### src/rtl/io_handback_pkg.sv
// Package: shared types for the I/O handback sequencer.
// Assumes: nothing beyond IEEE 1800-2017.
package io_handback_pkg;

    // Service sequence states, in the order a read visits them.
    typedef enum logic [2:0] {
        ST_IDLE     = 3'd0,
        ST_CAPTURE  = 3'd1,
        ST_DRIVE    = 3'd2,
        ST_REQBUS   = 3'd3,
        ST_RELEASE  = 3'd4,
        ST_WAIT_ACK = 3'd5,
        ST_TRISTATE = 3'd6,
        ST_DONE     = 3'd7
    } hb_state_e;

endpackage

### src/rtl/io_handback_capture.sv
// Module: io_handback_capture
// Latches the port index and the transfer direction when a service starts.
// Assumes: load is a single-cycle strobe raised by the sequencer in idle.
module io_handback_capture #(
    parameter int IDX_W = 2
) (
    input  logic             clk,
    input  logic             rst_n,
    input  logic             load,
    input  logic [IDX_W-1:0] sel_in,
    input  logic             rd_n,
    output logic [IDX_W-1:0] idx_q,
    output logic             is_read_q
);

    // Hold the index and direction for the whole service.
    always_ff @(posedge clk) begin
        if (!rst_n) begin
            idx_q     <= '0;
            is_read_q <= 1'b0;
        end else if (load) begin
            idx_q     <= sel_in;
            is_read_q <= ~rd_n;
        end
    end

endmodule

### src/rtl/io_handback_regfile.sv
// Module: io_handback_regfile
// Small port register file: one write port and one combinational read port.
// Assumes: a write and a read of the same entry never fall in the same cycle.
module io_handback_regfile #(
    parameter int DEPTH = 4,
    parameter int DW    = 8,
    localparam int IDX_W = (DEPTH > 1) ? $clog2(DEPTH) : 1
) (
    input  logic             clk,
    input  logic             rst_n,
    input  logic             we,
    input  logic [IDX_W-1:0] widx,
    input  logic [DW-1:0]    wdata,
    input  logic [IDX_W-1:0] ridx,
    output logic [DW-1:0]    rdata
);

    logic [DW-1:0] entry_q [DEPTH];

    for (genvar gi = 0; gi < DEPTH; gi++) begin : g_entry
        // Each entry loads only when its own index is written.
        always_ff @(posedge clk) begin
            if (!rst_n)
                entry_q[gi] <= '0;
            else if (we && (widx == IDX_W'(gi)))
                entry_q[gi] <= wdata;
        end
    end

    // Read mux.
    always_comb begin
        rdata = entry_q[ridx];
    end

endmodule

### src/rtl/io_handback_fsm.sv
// Module: io_handback_fsm
// Steps through one I/O service and decodes all bus-facing controls from its state.
// Assumes: inputs are synchronous to clk; the wait-state flag sits outside the block.
module io_handback_fsm
    import io_handback_pkg::*;
(
    input  logic clk,
    input  logic rst_n,
    input  logic ioreq_n,
    input  logic rd_n,
    input  logic wr_n,
    input  logic busack_n,
    input  logic is_read_q,
    output logic cap_load,
    output logic rf_we,
    output logic drv_en,
    output logic busrq_n,
    output logic wait_clr_n
);

    hb_state_e state_q, state_d;
    logic      start;

    assign start = ~ioreq_n & (~rd_n | ~wr_n);

    // State register.
    always_ff @(posedge clk) begin
        if (!rst_n) state_q <= ST_IDLE;
        else        state_q <= state_d;
    end

    // Next-state selection.
    always_comb begin
        state_d = state_q;
        unique case (state_q)
            ST_IDLE:     if (start) state_d = ST_CAPTURE;
            ST_CAPTURE:  state_d = is_read_q ? ST_DRIVE : ST_RELEASE;
            ST_DRIVE:    state_d = ST_REQBUS;
            ST_REQBUS:   state_d = ST_RELEASE;
            ST_RELEASE:  state_d = is_read_q ? ST_WAIT_ACK : ST_DONE;
            ST_WAIT_ACK: if (!busack_n) state_d = ST_TRISTATE;
            ST_TRISTATE: state_d = ST_DONE;
            ST_DONE:     if (ioreq_n) state_d = ST_IDLE;
            default:     state_d = ST_IDLE;
        endcase
    end

    // Output decode from the current state.
    always_comb begin
        cap_load   = (state_q == ST_IDLE) && start;
        rf_we      = (state_q == ST_CAPTURE) && !is_read_q;
        drv_en     = (state_q == ST_DRIVE) || (state_q == ST_REQBUS) ||
                     (state_q == ST_WAIT_ACK) ||
                     ((state_q == ST_RELEASE) && is_read_q);
        busrq_n    = !((state_q == ST_REQBUS) || (state_q == ST_WAIT_ACK) ||
                       (state_q == ST_TRISTATE) ||
                       ((state_q == ST_RELEASE) && is_read_q));
        wait_clr_n = (state_q != ST_RELEASE);
    end

    // controls are idle the cycle after reset.
    p_reset_quiet_r1: assert property (@(posedge clk)
        !rst_n |=> (busrq_n && wait_clr_n && !drv_en));

    // bus request only asserts while drivers are already on.
    p_busrq_after_drive_r4: assert property (@(posedge clk) disable iff (!rst_n)
        $fell(busrq_n) |-> drv_en);

    // a read releases WAIT only under an active bus request.
    p_clear_under_busrq_r4: assert property (@(posedge clk) disable iff (!rst_n)
        (!wait_clr_n && is_read_q) |-> !busrq_n);

    // a write service never requests the bus.
    p_write_no_busrq_r3: assert property (@(posedge clk) disable iff (!rst_n)
        (state_q != ST_IDLE && !is_read_q) |-> busrq_n);

    // hold drivers and request until acknowledge.
    p_hold_until_ack_r5: assert property (@(posedge clk) disable iff (!rst_n)
        (state_q == ST_WAIT_ACK && busack_n) |=> (drv_en && !busrq_n));

    // request drops only after the drivers were already off.
    p_off_before_drop_r6: assert property (@(posedge clk) disable iff (!rst_n)
        $rose(busrq_n) |-> (!drv_en && $past(!drv_en)));

    // no second service while the same request is held.
    p_single_service_r7: assert property (@(posedge clk) disable iff (!rst_n)
        (state_q == ST_DONE && !ioreq_n) |=> wait_clr_n);

    // clear pulse lasts one cycle.
    p_clear_one_cycle_r8: assert property (@(posedge clk) disable iff (!rst_n)
        !wait_clr_n |=> wait_clr_n);

endmodule

### src/rtl/io_handback_seq.sv
// Module: io_handback_seq (top)
// Serves CPU I/O cycles held by wait states from a register file and hands the
// data bus back through a bus-request handshake after reads.
// Assumes: all inputs synchronous to clk; the CPU clock runs freely elsewhere.
module io_handback_seq #(
    parameter int DEPTH = 4,
    parameter int DW    = 8,
    localparam int IDX_W = (DEPTH > 1) ? $clog2(DEPTH) : 1
) (
    input  logic             clk,
    input  logic             rst_n,
    input  logic             ioreq_n,
    input  logic             rd_n,
    input  logic             wr_n,
    input  logic [IDX_W-1:0] port_sel,
    input  logic [DW-1:0]    data_in,
    input  logic             busack_n,
    output logic [DW-1:0]    data_out,
    output logic             data_oe,
    output logic             busrq_n,
    output logic             wait_clr_n
);

    logic             cap_load;
    logic             rf_we;
    logic             drv_en;
    logic             is_read_q;
    logic [IDX_W-1:0] idx_q;
    logic [DW-1:0]    rdata;

    io_handback_capture #(.IDX_W(IDX_W)) u_cap (
        .clk       (clk),
        .rst_n     (rst_n),
        .load      (cap_load),
        .sel_in    (port_sel),
        .rd_n      (rd_n),
        .idx_q     (idx_q),
        .is_read_q (is_read_q)
    );

    io_handback_regfile #(.DEPTH(DEPTH), .DW(DW)) u_rf (
        .clk   (clk),
        .rst_n (rst_n),
        .we    (rf_we),
        .widx  (idx_q),
        .wdata (data_in),
        .ridx  (idx_q),
        .rdata (rdata)
    );

    io_handback_fsm u_fsm (
        .clk        (clk),
        .rst_n      (rst_n),
        .ioreq_n    (ioreq_n),
        .rd_n       (rd_n),
        .wr_n       (wr_n),
        .busack_n   (busack_n),
        .is_read_q  (is_read_q),
        .cap_load   (cap_load),
        .rf_we      (rf_we),
        .drv_en     (drv_en),
        .busrq_n    (busrq_n),
        .wait_clr_n (wait_clr_n)
    );

    // Present data only while the drivers are enabled.
    always_comb begin
        data_oe  = drv_en;
        data_out = drv_en ? rdata : '0;
    end

endmodule

### config.mk
export PLATFORM = sky130hd
export DESIGN_NAME = io_handback_seq
export DESIGN_NICKNAME = d
export VERILOG_FILES = /design/src/rtl/io_handback_pkg.sv /design/src/rtl/io_handback_capture.sv /design/src/rtl/io_handback_regfile.sv /design/src/rtl/io_handback_fsm.sv /design/src/rtl/io_handback_seq.sv
export SDC_FILE = /design/constraint.sdc
export NUM_CORES = 1
export LEC_CHECK = 0
export BUFFER_PORTS_ARGS = -buffer_cell sky130_fd_sc_hd__buf_4
export CAP_MARGIN = 20
export CORE_MARGIN = 5
export CORE_UTILIZATION = 56
export CTS_BUF_LIST = sky130_fd_sc_hd__clkbuf_16
export CTS_CLUSTER_SIZE = 28
export DETAILED_ROUTE_END_ITERATION = 8
export PLACE_DENSITY = 0.77
export SYNTH_ARGS = -nofsm -noshare
export SYNTH_HDL_FRONTEND = slang
export SYNTH_SLANG_ARGS = --single-unit
### constraint.sdc
create_clock -name clk -period 2.8 [get_ports clk]
set_clock_uncertainty 0.05 [all_clocks]
set_input_delay 0.56 -clock clk [delete_from_list [all_inputs] [get_ports clk]]
set_output_delay 0.56 -clock clk [all_outputs]
set_load 0.02 [all_outputs]
==> flow_metrics.py <==
metrics = {
    "status": {
        "outcome": "finished clean",
    },
    "global_routing": {
        "antenna_found_initial": 0,
        "grt_pass1_wl_mm": 6.03,
        "grt_use_total": 0.190,
        "grt_pass1_vias": 1222,
        "grt_max_degree": 15,
        "grt-ovfl-total": 0,
    },
    "sta": {
        "fmax_ghz": 0.412,
        "period_needed_ns": 2.43,
        "fin_ws_ns": 0.374,
        "setup_viol": 0,
        "grt_setup_unrepaired": "false",
        "relSlewSlack": 0.496,
        "drv_slew": 0,
        "finalHoldViolCount": 0,
        "tns_ns": 0,
        "fin_crit_sh": 0.866,
        "tightest_slew_ns": 0.749,
    },
    "setup_path": {
        "r2r_start": "u_fsm.state_q[0]",
        "timing.rr.end": "u_rf.entry_q[2][6]",
        "max_stage_delay_ns": 0.67,
        "path_cells": "mux4_2 -> nor2b_1 -> buf_4",
        "crit_path_max_fanout": 8,
        "critPathKind": "register to output port",
        "arrival_ns": 1.82,
        "crit_path_end_kind": "output port",
        "cp-start-kind": "register",
        "cp_slowest_cell": "dfxtp_1",
        "reg2regPathDepth": 4,
        "reg2reg_slack_ns": 0.80,
        "critPathRequiredTime_ns": 2.19,
    },
    "min_path": {
        "hold_path.class": "register to register",
        "hold-path-cell-count": 2,
        "hp-start": "u_cap.is_read_q",
        "holdPathEnd": "u_cap.is_read_q",
    },
    "pwr": {
        "power_switching_mw": 0.375,
        "pwr-share-clk": 0.358,
        "p_leak_nw": 0.908,
        "vdd_drop_max_uv": 397,
        "pwr-share-seq": 0.485,
        "cellPowerDensity_nw_per_um2": 647,
        "p_sw_frac": 0.250,
        "power_mw": 1.50,
        "p_comb_frac": 0.157,
        "p_int_mw": 1.13,
    },
    "clock_network": {
        "clockBufferDepth": 2,
        "cts_buffers": 5,
        "cts_tree": "built",
        "cts_max_level": 2,
        "cts_setup_buffers": 0,
        "cts-root-buf": "clkbuf_16",
        "clkSinkCount": 40,
        "cts_resized": 0,
        "cts_hold_buf": 0,
        "clk_pin_slew_ns": 0.06,
        "insertion_delay_ns": 0.28,
    },
    "logic_synthesis": {
        "synth.cell_area_sq_um": 1920,
        "yosys-top-cells-area": "edfxtp_1 (50%), and2_1 (10%), mux4_2 (9.4%)",
        "synthCells": 144,
        "syn_nets": 160,
        "ys_warn_count": 0,
        "synth.avg_cell_area_sq_um": 13.3,
        "ys_seq_area_frac": 0.584,
        "yosysTopAreaCellShare": 0.501,
        "synth_edf_count": 32,
        "synth_ff_type": "edfxtp_1",
        "ys_top_cells_by_count": "and2_1 (32), edfxtp_1 (32), nand2_1 (9), nor2b_1 (9)",
        "ys_types": 29,
        "yosys.area.top_type": "edfxtp_1",
        "ys_ff_latch": 40,
        "async_flop_share": 0,
    },
    "drt": {
        "dr_total_vias": 1198,
        "firstDrtPassIters": 4,
        "viasPerCell": 5.35,
        "avgRoutedWirePerCell_um": 16.8,
        "routed_wl_mm": 3.75,
        "drt_iter0_markers": 64,
        "drc": 0,
        "antenna_left": 0,
    },
    "floorplanning": {
        "die_y_um": 68.5,
        "ioPinCount": 27,
        "core.rowCount": 21,
        "die_x_um": 68.5,
        "core_sq_um": 3340,
        "initial_core_util": 0.575,
        "fp.dieArea_sq_um": 4700,
    },
    "placement": {
        "place_ws_ns": 0.638,
        "globalplace.congestion": 0.760,
        "portBuffers": 26,
        "dp_hpwl_mm": 2.65,
    },
    "final_layout": {
        "num_antenna_cells": 0,
        "layout.nets": 193,
        "fill_cells": 263,
        "area_growth_pct": 21.1,
        "drive_gt1_frac": 0.298,
    },
    "flow_run": {
        "max-cap-violations": 0,
    },
}
-- area by class of cell --
class / instances / area, sq um / area share
clock buffer: 5 / 125 / 0.0539
clock inverter: 3 / 13.8 / 0.00592
inverter: 6 / 22.5 / 0.00969
multi-input combinational: 92 / 743 / 0.320
sequential: 40 / 1120 / 0.483
tap: 46 / 57.6 / 0.0248
timing repair buffer: 32 / 240 / 0.103
-- cell usage in the layout (no fill, tap or decap) --
| cell type | Yosys | routed |
|---|---|---|
| and2b_1 | 1 | 1 |
| nor2_1 | 1 | 1 |
| a21o_1 | 1 | 1 |
| clkinv_1 | 0 | 1 |
| a211oi_1 | 2 | 2 |
| xnor2_1 | 1 | 1 |
| o21ai_0 | 6 | 6 |
| dfxtp_1 | 8 | 8 |
| nand2b_1 | 3 | 3 |
| mux2i_1 | 3 | 3 |
| clkinv_2 | 0 | 2 |
| or2_2 | 1 | 1 |
| o31ai_1 | 1 | 1 |
| o311a_1 | 1 | 1 |
| inv_1 | 6 | 6 |
| a21oi_1 | 2 | 2 |
| or2_1 | 1 | 1 |
| or4b_4 | 1 | 1 |
| nor3_4 | 4 | 4 |
| edfxtp_1 | 32 | 32 |
| nor4_1 | 1 | 1 |
| a221oi_1 | 1 | 1 |
| mux4_2 | 8 | 8 |
| o21ai_1 | 2 | 2 |
| o21bai_1 | 1 | 1 |
| nor2b_1 | 9 | 9 |
| and2_1 | 32 | 32 |
| clkbuf_16 | 0 | 5 |
| nand2_1 | 9 | 9 |
| buf_4 | 0 | 32 |
-- sequential cells by signal, summed over array words and instances (netlist names), named ones only --
signal / flops
u_rf.entry_q: 32
u_fsm.state_q: 3
u_cap.idx_q: 2
u_cap.is_read_q: 1
-- worst max path at each step --
stage | start | to | slack (ns) | depth (start not counted)
4_1_cts | register | data_out[0] | 0.33 | 3
3_5_place_dp | register | data_out[0] | 0.64 | 3
6_report | register | data_out[0] | 0.37 | 3
5_1_grt | register | data_out[0] | 0.26 | 3
2_1_floorplan | u_fsm.state_q[2] | u_rf.entry_q[2][0] | 0.54 | 4
3_3_place_gp | register | data_out[0] | 0.65 | 3
-- per-layer routing --
metal / GRT usage / up-vias / part of all wire
met2: 0.318 / 27 / 0.54
met3: 0.0632 / 4 / 0.050
li1: - / 589 / -
met4: 0.0744 / 0 / 0.015
met5: 0 / - / 0
met1: 0.225 / 578 / 0.40
-- worst max-delay path, delay by kind of cell (launching register included) --
| kind | cells | cell delay (ns) |
|---|---|---|
| AND/OR/NAND/NOR | 1 | 0.15 |
| multiplexers | 1 | 0.56 |
| buffers and inverters | 1 | 0.15 |
| flip-flops | 1 | 0.67 |
-- power groups by stage --
stage	logic [mW]	registers [mW]	clock network, mW
floorplan	0.179	0.711	0
global placement	0.231	0.737	0
detailed placement	0.240	0.742	0
CTS	0.240	0.729	0.552
global route	0.257	0.736	0.568
finish	0.236	0.729	0.538
-- through the flow --
stage	hold WS [ns]	utilization	std cells	instance area, sq um
4_1_cts	0.495	0.696	224	2320
3_5_place_dp	0.487	0.655	216	2180
2_1_floorplan	0.431	-	144	1920
6_report	0.491	0.696	224	2320
3_3_place_gp	0.467	0.655	216	2180
5_1_grt	0.530	0.696	224	2320
-- logic make-up after synthesis --
kind of cell    count (synthesis)  synth area share
compound gates                 17            0.0554
buf+inv                        12            0.0287
xor+xnor                        1           0.00456
flops                          40             0.584
simple gates                   63             0.218
mux                            11             0.110
Power figures use the tool's default switching activity.
